### src/rtl/uart_rf_pkg.sv
package uart_rf_pkg;
    localparam int ADDR_W  = 12;
    localparam int DATA_W  = 16;
    localparam int IDX_W   = ADDR_W - 2;
    localparam int IRQ_W   = 11;
    localparam int RX_W    = 12;
    localparam int RSR_W   = RX_W - 8;
    localparam int W_IRDA  = 8;
    localparam int W_IBAUD = 16;
    localparam int W_FBAUD = 6;
    localparam int W_LINE  = 8;
    localparam int W_CTRL  = 16;
    localparam int W_LEVEL = 6;
    localparam int W_DMA   = 3;

    localparam logic [IDX_W-1:0] IX_DATA  = 10'd0;
    localparam logic [IDX_W-1:0] IX_RSR   = 10'd1;
    localparam logic [IDX_W-1:0] IX_FLAG  = 10'd6;
    localparam logic [IDX_W-1:0] IX_IRDA  = 10'd8;
    localparam logic [IDX_W-1:0] IX_IBAUD = 10'd9;
    localparam logic [IDX_W-1:0] IX_FBAUD = 10'd10;
    localparam logic [IDX_W-1:0] IX_LINE  = 10'd11;
    localparam logic [IDX_W-1:0] IX_CTRL  = 10'd12;
    localparam logic [IDX_W-1:0] IX_LEVEL = 10'd13;
    localparam logic [IDX_W-1:0] IX_MASK  = 10'd14;
    localparam logic [IDX_W-1:0] IX_RAW   = 10'd15;
    localparam logic [IDX_W-1:0] IX_MSKD  = 10'd16;
    localparam logic [IDX_W-1:0] IX_CLR   = 10'd17;
    localparam logic [IDX_W-1:0] IX_DMA   = 10'd18;
    localparam logic [IDX_W-1:0] IX_ID0   = 10'h3F8;

    localparam int BIT_RXI   = 4;
    localparam int BIT_TXI   = 5;
    localparam int BIT_FIFOE = 4;

    localparam logic [W_CTRL-1:0]  CTRL_RST  = 16'h0300;
    localparam logic [W_LEVEL-1:0] LEVEL_RST = 6'h12;

    typedef struct packed {
        logic data;
        logic rsr;
        logic flag;
        logic irda;
        logic ibaud;
        logic fbaud;
        logic line;
        logic ctrl;
        logic level;
        logic mask;
        logic raw;
        logic mskd;
        logic clr;
        logic dma;
        logic id;
    } sel_t;

    typedef struct packed {
        logic [W_IRDA-1:0]  irda;
        logic [W_IBAUD-1:0] ibaud;
        logic [W_FBAUD-1:0] fbaud;
        logic [W_LINE-1:0]  line;
        logic [W_CTRL-1:0]  ctrl;
        logic [W_LEVEL-1:0] level;
        logic [W_DMA-1:0]   dma;
    } cfg_t;

    function automatic logic [7:0] id_byte(input logic [2:0] k);
        case (k)
            3'd0:    return 8'h11;
            3'd1:    return 8'h10;
            3'd2:    return 8'h14;
            3'd3:    return 8'h00;
            3'd4:    return 8'h0D;
            3'd5:    return 8'hF0;
            3'd6:    return 8'h05;
            default: return 8'hB1;
        endcase
    endfunction

    function automatic logic [DATA_W-1:0] flag_word(input logic full, input logic empty);
        logic [DATA_W-1:0] f;
        f    = '0;
        f[7] = 1'b1;
        f[6] = full;
        f[4] = empty;
        return f;
    endfunction
endpackage

### src/rtl/uart_rf_decode.sv
module uart_rf_decode
    import uart_rf_pkg::*;
#(
    parameter int AW = ADDR_W
) (
    input  logic [AW-1:0] addr,
    output sel_t          sel
);
    localparam int IW = AW - 2;

    logic [IW-1:0] idx;
    logic          aligned;

    assign idx     = addr[AW-1:2];
    assign aligned = (addr[1:0] == 2'b00);

    always_comb begin
        sel = '0;
        if (aligned) begin
            case (idx)
                IX_DATA:  sel.data  = 1'b1;
                IX_RSR:   sel.rsr   = 1'b1;
                IX_FLAG:  sel.flag  = 1'b1;
                IX_IRDA:  sel.irda  = 1'b1;
                IX_IBAUD: sel.ibaud = 1'b1;
                IX_FBAUD: sel.fbaud = 1'b1;
                IX_LINE:  sel.line  = 1'b1;
                IX_CTRL:  sel.ctrl  = 1'b1;
                IX_LEVEL: sel.level = 1'b1;
                IX_MASK:  sel.mask  = 1'b1;
                IX_RAW:   sel.raw   = 1'b1;
                IX_MSKD:  sel.mskd  = 1'b1;
                IX_CLR:   sel.clr   = 1'b1;
                IX_DMA:   sel.dma   = 1'b1;
                default:  sel       = '0;
            endcase
            sel.id = (idx[IW-1:3] == IX_ID0[IW-1:3]);
        end
    end
endmodule

### src/rtl/uart_rf_cfg.sv
module uart_rf_cfg
    import uart_rf_pkg::*;
#(
    parameter int DW = DATA_W
) (
    input  logic          clk,
    input  logic          rst,
    input  logic          wr,
    input  sel_t          sel,
    input  logic [DW-1:0] wdata,
    output cfg_t          cfg
);
    always_ff @(posedge clk) begin
        if (rst) begin
            cfg <= '{ctrl: CTRL_RST, level: LEVEL_RST, default: '0};
        end else if (wr) begin
            if (sel.irda)  cfg.irda  <= wdata[W_IRDA-1:0];
            if (sel.ibaud) cfg.ibaud <= wdata[W_IBAUD-1:0];
            if (sel.fbaud) cfg.fbaud <= wdata[W_FBAUD-1:0];
            if (sel.line)  cfg.line  <= wdata[W_LINE-1:0];
            if (sel.ctrl)  cfg.ctrl  <= wdata[W_CTRL-1:0];
            if (sel.level) cfg.level <= wdata[W_LEVEL-1:0];
            if (sel.dma)   cfg.dma   <= wdata[W_DMA-1:0];
        end
    end
endmodule

### src/rtl/uart_rf_irq.sv
module uart_rf_irq #(
    parameter int NB = uart_rf_pkg::IRQ_W
) (
    input  logic          clk,
    input  logic          rst,
    input  logic          mask_wr,
    input  logic [NB-1:0] mask_wdata,
    input  logic          clr_wr,
    input  logic [NB-1:0] clr_bits,
    input  logic [NB-1:0] set_bits,
    output logic [NB-1:0] raw,
    output logic [NB-1:0] mask,
    output logic [NB-1:0] masked,
    output logic          irq
);
    logic [NB-1:0] raw_nx;

    // per-bit update: a set event outranks a clear written in the same cycle
    for (genvar b = 0; b < NB; b++) begin : g_bit
        always_comb begin
            if (set_bits[b])
                raw_nx[b] = 1'b1;
            else if (clr_wr && clr_bits[b])
                raw_nx[b] = 1'b0;
            else
                raw_nx[b] = raw[b];
        end
    end

    always_ff @(posedge clk) begin
        if (rst) begin
            raw  <= '0;
            mask <= '0;
        end else begin
            raw <= raw_nx;
            if (mask_wr) mask <= mask_wdata;
        end
    end

    assign masked = raw & mask;
    assign irq    = |masked;
endmodule

### src/rtl/uart_rf_top.sv
module uart_rf_top
    import uart_rf_pkg::*;
#(
    parameter int AW  = ADDR_W,
    parameter int DW  = DATA_W,
    parameter int NB  = IRQ_W,
    parameter int RXW = RX_W
) (
    input  logic           clk,
    input  logic           rst,
    input  logic           bus_wr,
    input  logic           bus_rd,
    input  logic [AW-1:0]  bus_addr,
    input  logic [DW-1:0]  bus_wdata,
    output logic [DW-1:0]  bus_rdata,
    input  logic [RXW-1:0] rx_word,
    input  logic           rx_empty,
    input  logic           rx_full,
    input  logic           rx_hit,
    output logic           rx_pop,
    output logic           tx_valid,
    output logic [7:0]     tx_byte,
    output logic           fifo_en,
    output logic           fifo_flush,
    output logic           irq
);
    localparam int SW = RXW - 8;

    sel_t          sel;
    cfg_t          cfg;
    logic [NB-1:0] raw_q;
    logic [NB-1:0] mask_q;
    logic [NB-1:0] masked;
    logic [NB-1:0] set_bits;
    logic [SW-1:0] rsr_q;
    logic          data_rd;

    uart_rf_decode #(.AW(AW)) u_dec (
        .addr (bus_addr),
        .sel  (sel)
    );

    uart_rf_cfg #(.DW(DW)) u_cfg (
        .clk   (clk),
        .rst   (rst),
        .wr    (bus_wr),
        .sel   (sel),
        .wdata (bus_wdata),
        .cfg   (cfg)
    );

    always_comb begin
        set_bits          = '0;
        set_bits[BIT_TXI] = bus_wr && sel.data;
        set_bits[BIT_RXI] = rx_hit;
    end

    uart_rf_irq #(.NB(NB)) u_irq (
        .clk        (clk),
        .rst        (rst),
        .mask_wr    (bus_wr && sel.mask),
        .mask_wdata (bus_wdata[NB-1:0]),
        .clr_wr     (bus_wr && sel.clr),
        .clr_bits   (bus_wdata[NB-1:0]),
        .set_bits   (set_bits),
        .raw        (raw_q),
        .mask       (mask_q),
        .masked     (masked),
        .irq        (irq)
    );

    assign data_rd = bus_rd && sel.data;

    always_ff @(posedge clk) begin
        if (rst)
            rsr_q <= '0;
        else if (data_rd)
            rsr_q <= rx_word[RXW-1:8];
        else if (bus_wr && sel.rsr)
            rsr_q <= '0;
    end

    assign rx_pop     = data_rd && !rx_empty;
    assign tx_valid   = bus_wr && sel.data;
    assign tx_byte    = bus_wdata[7:0];
    assign fifo_en    = cfg.line[BIT_FIFOE];
    assign fifo_flush = bus_wr && sel.line && (bus_wdata[BIT_FIFOE] != cfg.line[BIT_FIFOE]);

    always_comb begin
        bus_rdata = '0;
        unique case (1'b1)
            sel.data:  bus_rdata = DW'(rx_word);
            sel.rsr:   bus_rdata = DW'(rsr_q);
            sel.flag:  bus_rdata = flag_word(rx_full, rx_empty);
            sel.irda:  bus_rdata = DW'(cfg.irda);
            sel.ibaud: bus_rdata = DW'(cfg.ibaud);
            sel.fbaud: bus_rdata = DW'(cfg.fbaud);
            sel.line:  bus_rdata = DW'(cfg.line);
            sel.ctrl:  bus_rdata = DW'(cfg.ctrl);
            sel.level: bus_rdata = DW'(cfg.level);
            sel.mask:  bus_rdata = DW'(mask_q);
            sel.raw:   bus_rdata = DW'(raw_q);
            sel.mskd:  bus_rdata = DW'(masked);
            sel.dma:   bus_rdata = DW'(cfg.dma);
            sel.id:    bus_rdata = DW'(id_byte(bus_addr[4:2]));
            default:   bus_rdata = '0;
        endcase
    end
endmodule

### config.mk
export PLATFORM = sky130hd
export DESIGN_NAME = uart_rf_top
export DESIGN_NICKNAME = d
export VERILOG_FILES = /design/src/rtl/uart_rf_pkg.sv /design/src/rtl/uart_rf_decode.sv /design/src/rtl/uart_rf_cfg.sv /design/src/rtl/uart_rf_irq.sv /design/src/rtl/uart_rf_top.sv
export SDC_FILE = /design/constraint.sdc
export NUM_CORES = 1
export LEC_CHECK = 0
export BUFFER_PORTS_ARGS = -buffer_cell sky130_fd_sc_hd__buf_2
export CAP_MARGIN = 20
export CORE_MARGIN = 10
export CORE_UTILIZATION = 50
export CTS_CLUSTER_DIAMETER = 100
export DETAILED_ROUTE_END_ITERATION = 10
export GPL_TIMING_DRIVEN = 0
export PLACE_DENSITY_LB_ADDON = 0.3
export SETUP_SLACK_MARGIN = 0.4
export SYNTH_ARGS = -nofsm -noshare
export SYNTH_HDL_FRONTEND = slang
export SYNTH_SLANG_ARGS = --single-unit
### constraint.sdc
create_clock -name clk -period 2.45 [get_ports clk]
set_input_delay 0.49 -clock clk [delete_from_list [all_inputs] [get_ports clk]]
set_output_delay 0.49 -clock clk [all_outputs]
set_load 0.02 [all_outputs]
==> results of run 1 <==
## cells in the mapped netlist (all sizes together), types with 2 or more instances
master  count
dfxtp      80
nor3        6
o211ai      3
a32o        2
nor4        6
nand4       5
a221oi      3
nor3b       2
buf        20
mux2i      13
and2        4
or2         2
a22oi       6
o21ai       9
a22o       15
a211o       4
nand2     143
a21oi      67
mux2        4
nand3       9
nor2       20
inv         6
clkbuf     31
nor2b       4
a222oi      4
or4         2
nand3b      2
and3       13
and4        3
a221o       3
a31oi       2
nand4b      2
a32oi       7
## state kept, by name, summed over array words and instances (netlist names)
name and flops:
rsr_q 4, u_cfg.cfg 63, u_irq.mask 11, u_irq.raw 2
## how the worst min path moves through the flow
stage | from | endpoint | slack, ns | cells after the start
2_1_floorplan | u_cfg.cfg[61]$_SDFFE_PP0P_ | u_cfg.cfg[61]$_SDFFE_PP0P_ | 0.43 | 2
3_5_place_dp | u_cfg.cfg[61]$_SDFFE_PP0P_ | u_cfg.cfg[61]$_SDFFE_PP0P_ | 0.44 | 2
5_1_grt | rx_word[8] | rsr_q[0]$_SDFFE_PP0P_ | 0.37 | 2
4_1_cts | rx_hit | u_irq.raw[4]$_SDFFE_PP0P_ | 0.35 | 3
3_3_place_gp | u_cfg.cfg[10]$_SDFFE_PP0P_ | u_cfg.cfg[10]$_SDFFE_PP0P_ | 0.43 | 2
6_report | rx_hit | u_irq.raw[4]$_SDFFE_PP0P_ | 0.36 | 3
## per-layer routing
layer	part of all wire, %	track usage [%]
met5	0	0
met4	5.0	11.8
met3	9.9	3.83
met2	47	38.9
met1	39	32.2
## cell type report
cell class / count / area share [%]
repair buffers: 87 / 12.9
clock inverters: 5 / 1.53
inverters: 6 / 0.418
well taps: 102 / 2.37
plain buffers: 51 / 5.96
clock buffers: 10 / 2.37
multi-input cells: 375 / 44.7
flip-flops and latches: 80 / 29.7
## stage by stage
step / cell area (um2) / hold slack (ns)
3_3_place_gp: 4530 / 0.435
4_1_cts: 5160 / 0.354
2_1_floorplan: 4070 / 0.427
5_1_grt: 5390 / 0.371
3_5_place_dp: 4530 / 0.442
6_report: 5390 / 0.361
## report_power, final
group	total (W)	switching [W]	internal (W)	leakage (nW)
clock network	0.00107	0.000496	0.000571	0.106
logic	0.000250	0.000167	0.0000832	1.37
registers	0.00130	0.00000169	0.00130	0.644
## what timing repair did
action	in CTS	in global routing
pin swaps	15	16
gates resized for setup	80	71
buffers inserted	13	3
endpoints found under the setup margin	55	45
gates cloned	3	1
## worst min-delay path: stages
cell and delay, ns:
buf_2 0.08, a21oi_1 0.03, nor2_1 0.08
## cell families (layout without fill, tap and decap cells)
family,after synthesis,after routing
simple gates,225,225
compound gates,132,132
flops,80,80
buf+inv,57,159
mux,17,17
xor+xnor,1,1
==> flow_summary.toml, run 1 <==
[setup_path]
worstPathCellList = "buf_2 -> or2_2 -> buf_8 -> nor3_4 -> nand2_1 -> o31ai_1 -> nand4b_1 -> buf_6"
worstReg2RegEnd = "u_irq.raw[5]$_SDFFE_PP0P_"
startpoint_type = "primary input"
endpoint = "bus_rdata[6]"
arrival_ns = 2.24
crit_start = "bus_addr[1]"
worstPathMaxFanout = 10
worst-path-stages = 8
crit_family = "simple AND/OR/NAND/NOR gates"
max_stage_delay_ns = 0.36
critPathKind = "primary input to primary output"
required_ns = 1.96
endpoint_kind = "primary output"
cp.buffers_inverters = 3
r2r_slack_ns = 1.71
cpMaxStageDelayCell = "nor3_4"
rr_worst_depth = 2
r2r-start = "u_irq.raw[5]$_SDFFE_PP0P_"

[sta]
setup_viol = 18
fin_crit_sh_pct = 111
hold_viol = 0
rsz0062_at_grt = "true"
fin_setup_tns_ns = -2.62
worst_pin_slew_ns = 0.783
fmax_mhz = 367
drv_slew = 0
fin_ws_ns = -0.277
relSlewSlack_pct = 47.6
worst_clock_skew_ns = 0
min_period_ns = 2.73

[synthesis]
synth_flop_cell = "dfxtp_1"
synth.cell_area_um2 = 3970
synth-edff-count = 0
synthSimpleGateAreaFrac_pct = 26.6
synth_fa_ha_area_share_pct = 0
synthTopCellsByArea = "dfxtp_1, nand2_1, a21oi_1"
ys_async_sr_fraction_pct = 0
synth_warnings = 0
synth_cell_types = 50
synth_nets = 559
synth_top_family_by_area = "simple AND/OR/NAND/NOR gates"
seq_area_frac_synth_pct = 40.3
synth.mux.area_fraction_pct = 4.41
synth_xor_area_share_pct = 0.220
netlist_instances = 512
yosysTopAreaCellShare_pct = 40.3
yosys.area.top_type = "dfxtp_1"
postSynthAreaPerCell_um2 = 7.76
synth_compound_area_share_pct = 21.7
ys_ff_latch = 80

[floorplan]
pin_count = 76
coreArea_um2 = 7730
fp.dieW_um = 109
die_y_um = 109
initial_core_util_pct = 51.4
die-area_um2 = 11900
num_rows = 32

[hold_path]
hold_path_class = "primary input to flop"

[cts]
cts_root_buffer = "clkbuf_8"
cts_buffer_depth = 2
htreeDepth = 3
cts_tree = "yes"
cts-buffers-inserted = 9
cts-hold-fix-buffers = 0
clock_sinks = 80
clkLatencyLatePin_ns = 0.35
clk_pin_slew_ns = 0.08

[placement]
io_buffers = 67
pre_cts_ws_ns = -0.412
gp_congestion = 0.945
dp.cells = 681
dpl.hpwl_mm = 10.2

[final_layout]
utilization_pct = 69.8
layout-drive-gt1-share_pct = 31.9
finalNonFillerCells = 716
areaGrowthSynthToFinish_pct = 35.7
antenna_cells = 0
register_area_um2 = 1600
mostFrequentLayoutCells = "nand2_1, dfxtp_1, a21oi_1"
num-fill-cells = 613
multi_input_area_um2 = 2410
nets = 657
final_common_cell = "nand2_1"

[detailed_routing]
finalWirelength_mm = 15.2
drc_errors = 0
wl_per_cell_um = 21.2
avgViaCountPerCell = 6.19
drt_iter0_markers = 406
antenna_left = 0
num_vias = 4432
drt-pass1-iter-count = 8

[pwr]
power_density_nw_per_um2 = 486
total_power_w = 0.00262
peakVddDrop_uv = 296
cellLeakagePower_nw = 2.12

[status]
status = "finished with violations"
violations = "setup timing"

[global_route]
grt_max_degree = 14
grt_pass1_wl_mm = 23.0
antenna_found_initial = 0
grt-ovfl-total = 0
grt_util_all_layers_pct = 24.6
first_global_vias = 4174

[flow_run]
max_cap_viol_count = 0
No activity file was read; power rests on OpenSTA's default activity.
==> run 2: changes to the inputs <==
==> constraint.sdc (replaced) <==
create_clock -name clk -period 2.45 [get_ports clk]
set_input_delay 0 -clock clk [delete_from_list [all_inputs] [get_ports clk]]
set_output_delay 0 -clock clk [all_outputs]
set_load 0.02 [all_outputs]
==> run 2 against run 1 <==
The run now ends clean. Die area is the same. Worst hold slack lost 0.27 ns. Flip-flop and latch count unchanged.
==> flow_summary.toml, run 2 (same netlist as run 1, synthesis figures left out) <==
[sta]
fmax_mhz = 497
min_period_ns = 2.01
worst_clock_skew_ns = 0
worst_pin_slew_ns = 0.815
hold_viol = 0
fin_setup_tns_ns = 0
relSlewSlack_pct = 45.5
rsz0062_at_grt = "true"
setup_viol = 0
fin_crit_sh_pct = 82.1
drv_slew = 0

[global_route]
grt_util_all_layers_pct = 23.5
first_global_vias = 4090
antenna_found_initial = 0
grt_pass1_wl_mm = 21.8
grt_max_degree = 15
grt-ovfl-total = 0

[floorplan]
coreArea_um2 = 7730
fp.dieW_um = 109
die-area_um2 = 11900
pin_count = 76
num_rows = 32
initial_core_util_pct = 51.4
die_y_um = 109

[detailed_routing]
drt_iter0_markers = 521
antenna_left = 0
wl_per_cell_um = 19.9
wl_met3_mm = 1.61
wl_met2_mm = 6.55
finalWirelength_mm = 14.3
drt-pass1-iter-count = 5
num_vias = 4293
wl_met1_mm = 5.67
drc_errors = 0
avgViaCountPerCell = 6.00
highest_layer = "met4"

[placement]
io_buffers = 67
dp.cells = 681
dpl.hpwl_mm = 10.2
gp_congestion = 0.938
place_area_um2 = 4440

[setup_path]
worstPathCellList = "buf_2 -> nor4_2 -> and3_1 -> clkbuf_1 -> o21ai_0 -> o31ai_1 -> nand4b_1 -> buf_2"
worstPathMaxFanout = 10
arrival_ns = 2.01
endpoint_kind = "primary output"
max_stage_delay_ns = 0.52
required_ns = 2.45
cpMaxStageDelayCell = "nor4_2"
path_common_cell = "buf_2"
startpoint_type = "primary input"
critPathKind = "primary input to primary output"

[cts]
clock_sinks = 80
clkLatencyLatePin_ns = 0.36
cts-buffers-inserted = 9
htreeDepth = 3
clk_pin_slew_ns = 0.09
cts_buffer_depth = 2
cts_root_buffer = "clkbuf_8"
cts_tree = "yes"

[final_layout]
finalInstanceArea_um2 = 4850
mostFrequentLayoutCells = "nand2_1, dfxtp_1, buf_2"
num-fill-cells = 705
nets = 657
largest_reg_flops = 63
finalNonFillerCells = 716
multi_input_area_um2 = 2130
final_common_cell = "nand2_1"
areaGrowthSynthToFinish_pct = 22.0
register_area_um2 = 1600
antenna_cells = 0
top_register = "u_cfg.cfg"
layout_top_registers = "u_cfg.cfg: 63 flops, u_irq.mask: 11 flops, rsr_q: 4 flops"
layout-drive-gt1-share_pct = 19.9

[status]
status = "finished clean"

[pwr]
cellLeakagePower_nw = 1.89
power_density_nw_per_um2 = 519
peakVddDrop_uv = 273

[hold_path]
hold_path_class = "primary input to flop"

[flow_run]
max_cap_viol_count = 0
==> run 2: changes by cell type in the layout (fill, tap and decap cells not counted), sizes merged <==
| cell | delta |
|---|---|
| inv | +2 |
| bufinv | -1 |
| buf | -21 |
| clkinv | -2 |
| dlygate4sd3 | +17 |
| clkbuf | +3 |
| clkinvlp | +2 |
==> run 2: cell type report <==
class	count	area share, %
multi-input combinational	375	43.9
sequential	80	33.0
timing repair buffer	87	10.9
buffer	51	5.11
tap	102	2.63
clock buffer	9	2.56
clock inverter	6	1.39
inverter	6	0.465
==> run 2: critical path: cells and delay by family <==
family / cells / cell delay [ns]
buffers and inverters: 3 / 0.68
and+or+nand+nor: 3 / 1.02
AOI/OAI and AO/OA: 2 / 0.30
==> run 2: worst paths after layout <==
check	slack, ns	depth (start not counted)	end	from
worst max-delay path	0.44	8	bus_rdata[6]	bus_addr[8]
worst min-delay path	0.09	3	u_cfg.cfg[33]$_SDFFE_PP0P_	bus_wdata[0]
worst max register to register	1.72	2	u_cfg.cfg[29]$_SDFFE_PP0P_	u_cfg.cfg[29]$_SDFFE_PP0P_
worst min register to register	0.46	2	u_cfg.cfg[27]$_SDFFE_PP0P_	u_cfg.cfg[27]$_SDFFE_PP0P_
==> run 2: timing repair <==
action / 4_1_cts / 5_1_grt
hold endpoints to repair: 44 / 0
hold buffers: 17 / 0
pin swaps: 1 / 1
resized for setup: 2 / 6
setup endpoints to repair: 8 / 10
buffers inserted: 1 / 2
==> run 2: routing by layer <==
layer	global-route usage, %	up-vias
met2	37.0	272
li1	-	1998
met5	0	-
met3	5.01	35
met4	9.79	0
met1	30.4	1988
==> run 2: metrics by stage <==
step | worst slack, ns | power, W | hold WS [ns] | util, %
6_report | 0.439 | 0.00252 | 0.0882 | 62.7
5_1_grt | 0.388 | 0.00259 | 0.0798 | 62.7
4_1_cts | 0.424 | 0.00251 | 0.0698 | 62.3
3_5_place_dp | 0.150 | 0.00154 | 0.212 | 57.4
3_3_place_gp | 0.133 | 0.00153 | 0.209 | 57.4
2_1_floorplan | 0.852 | 0.00144 | 0.0798 | -
==> run 2: power by group <==
group	total, W	leakage (nW)	internal, W	switching (W)
sequential	0.00130	0.644	0.00130	0.00000137
combinational	0.000233	1.16	0.0000827	0.000151
clock	0.000980	0.0921	0.000471	0.000510
total	0.00252	1.89	0.00185	0.000662
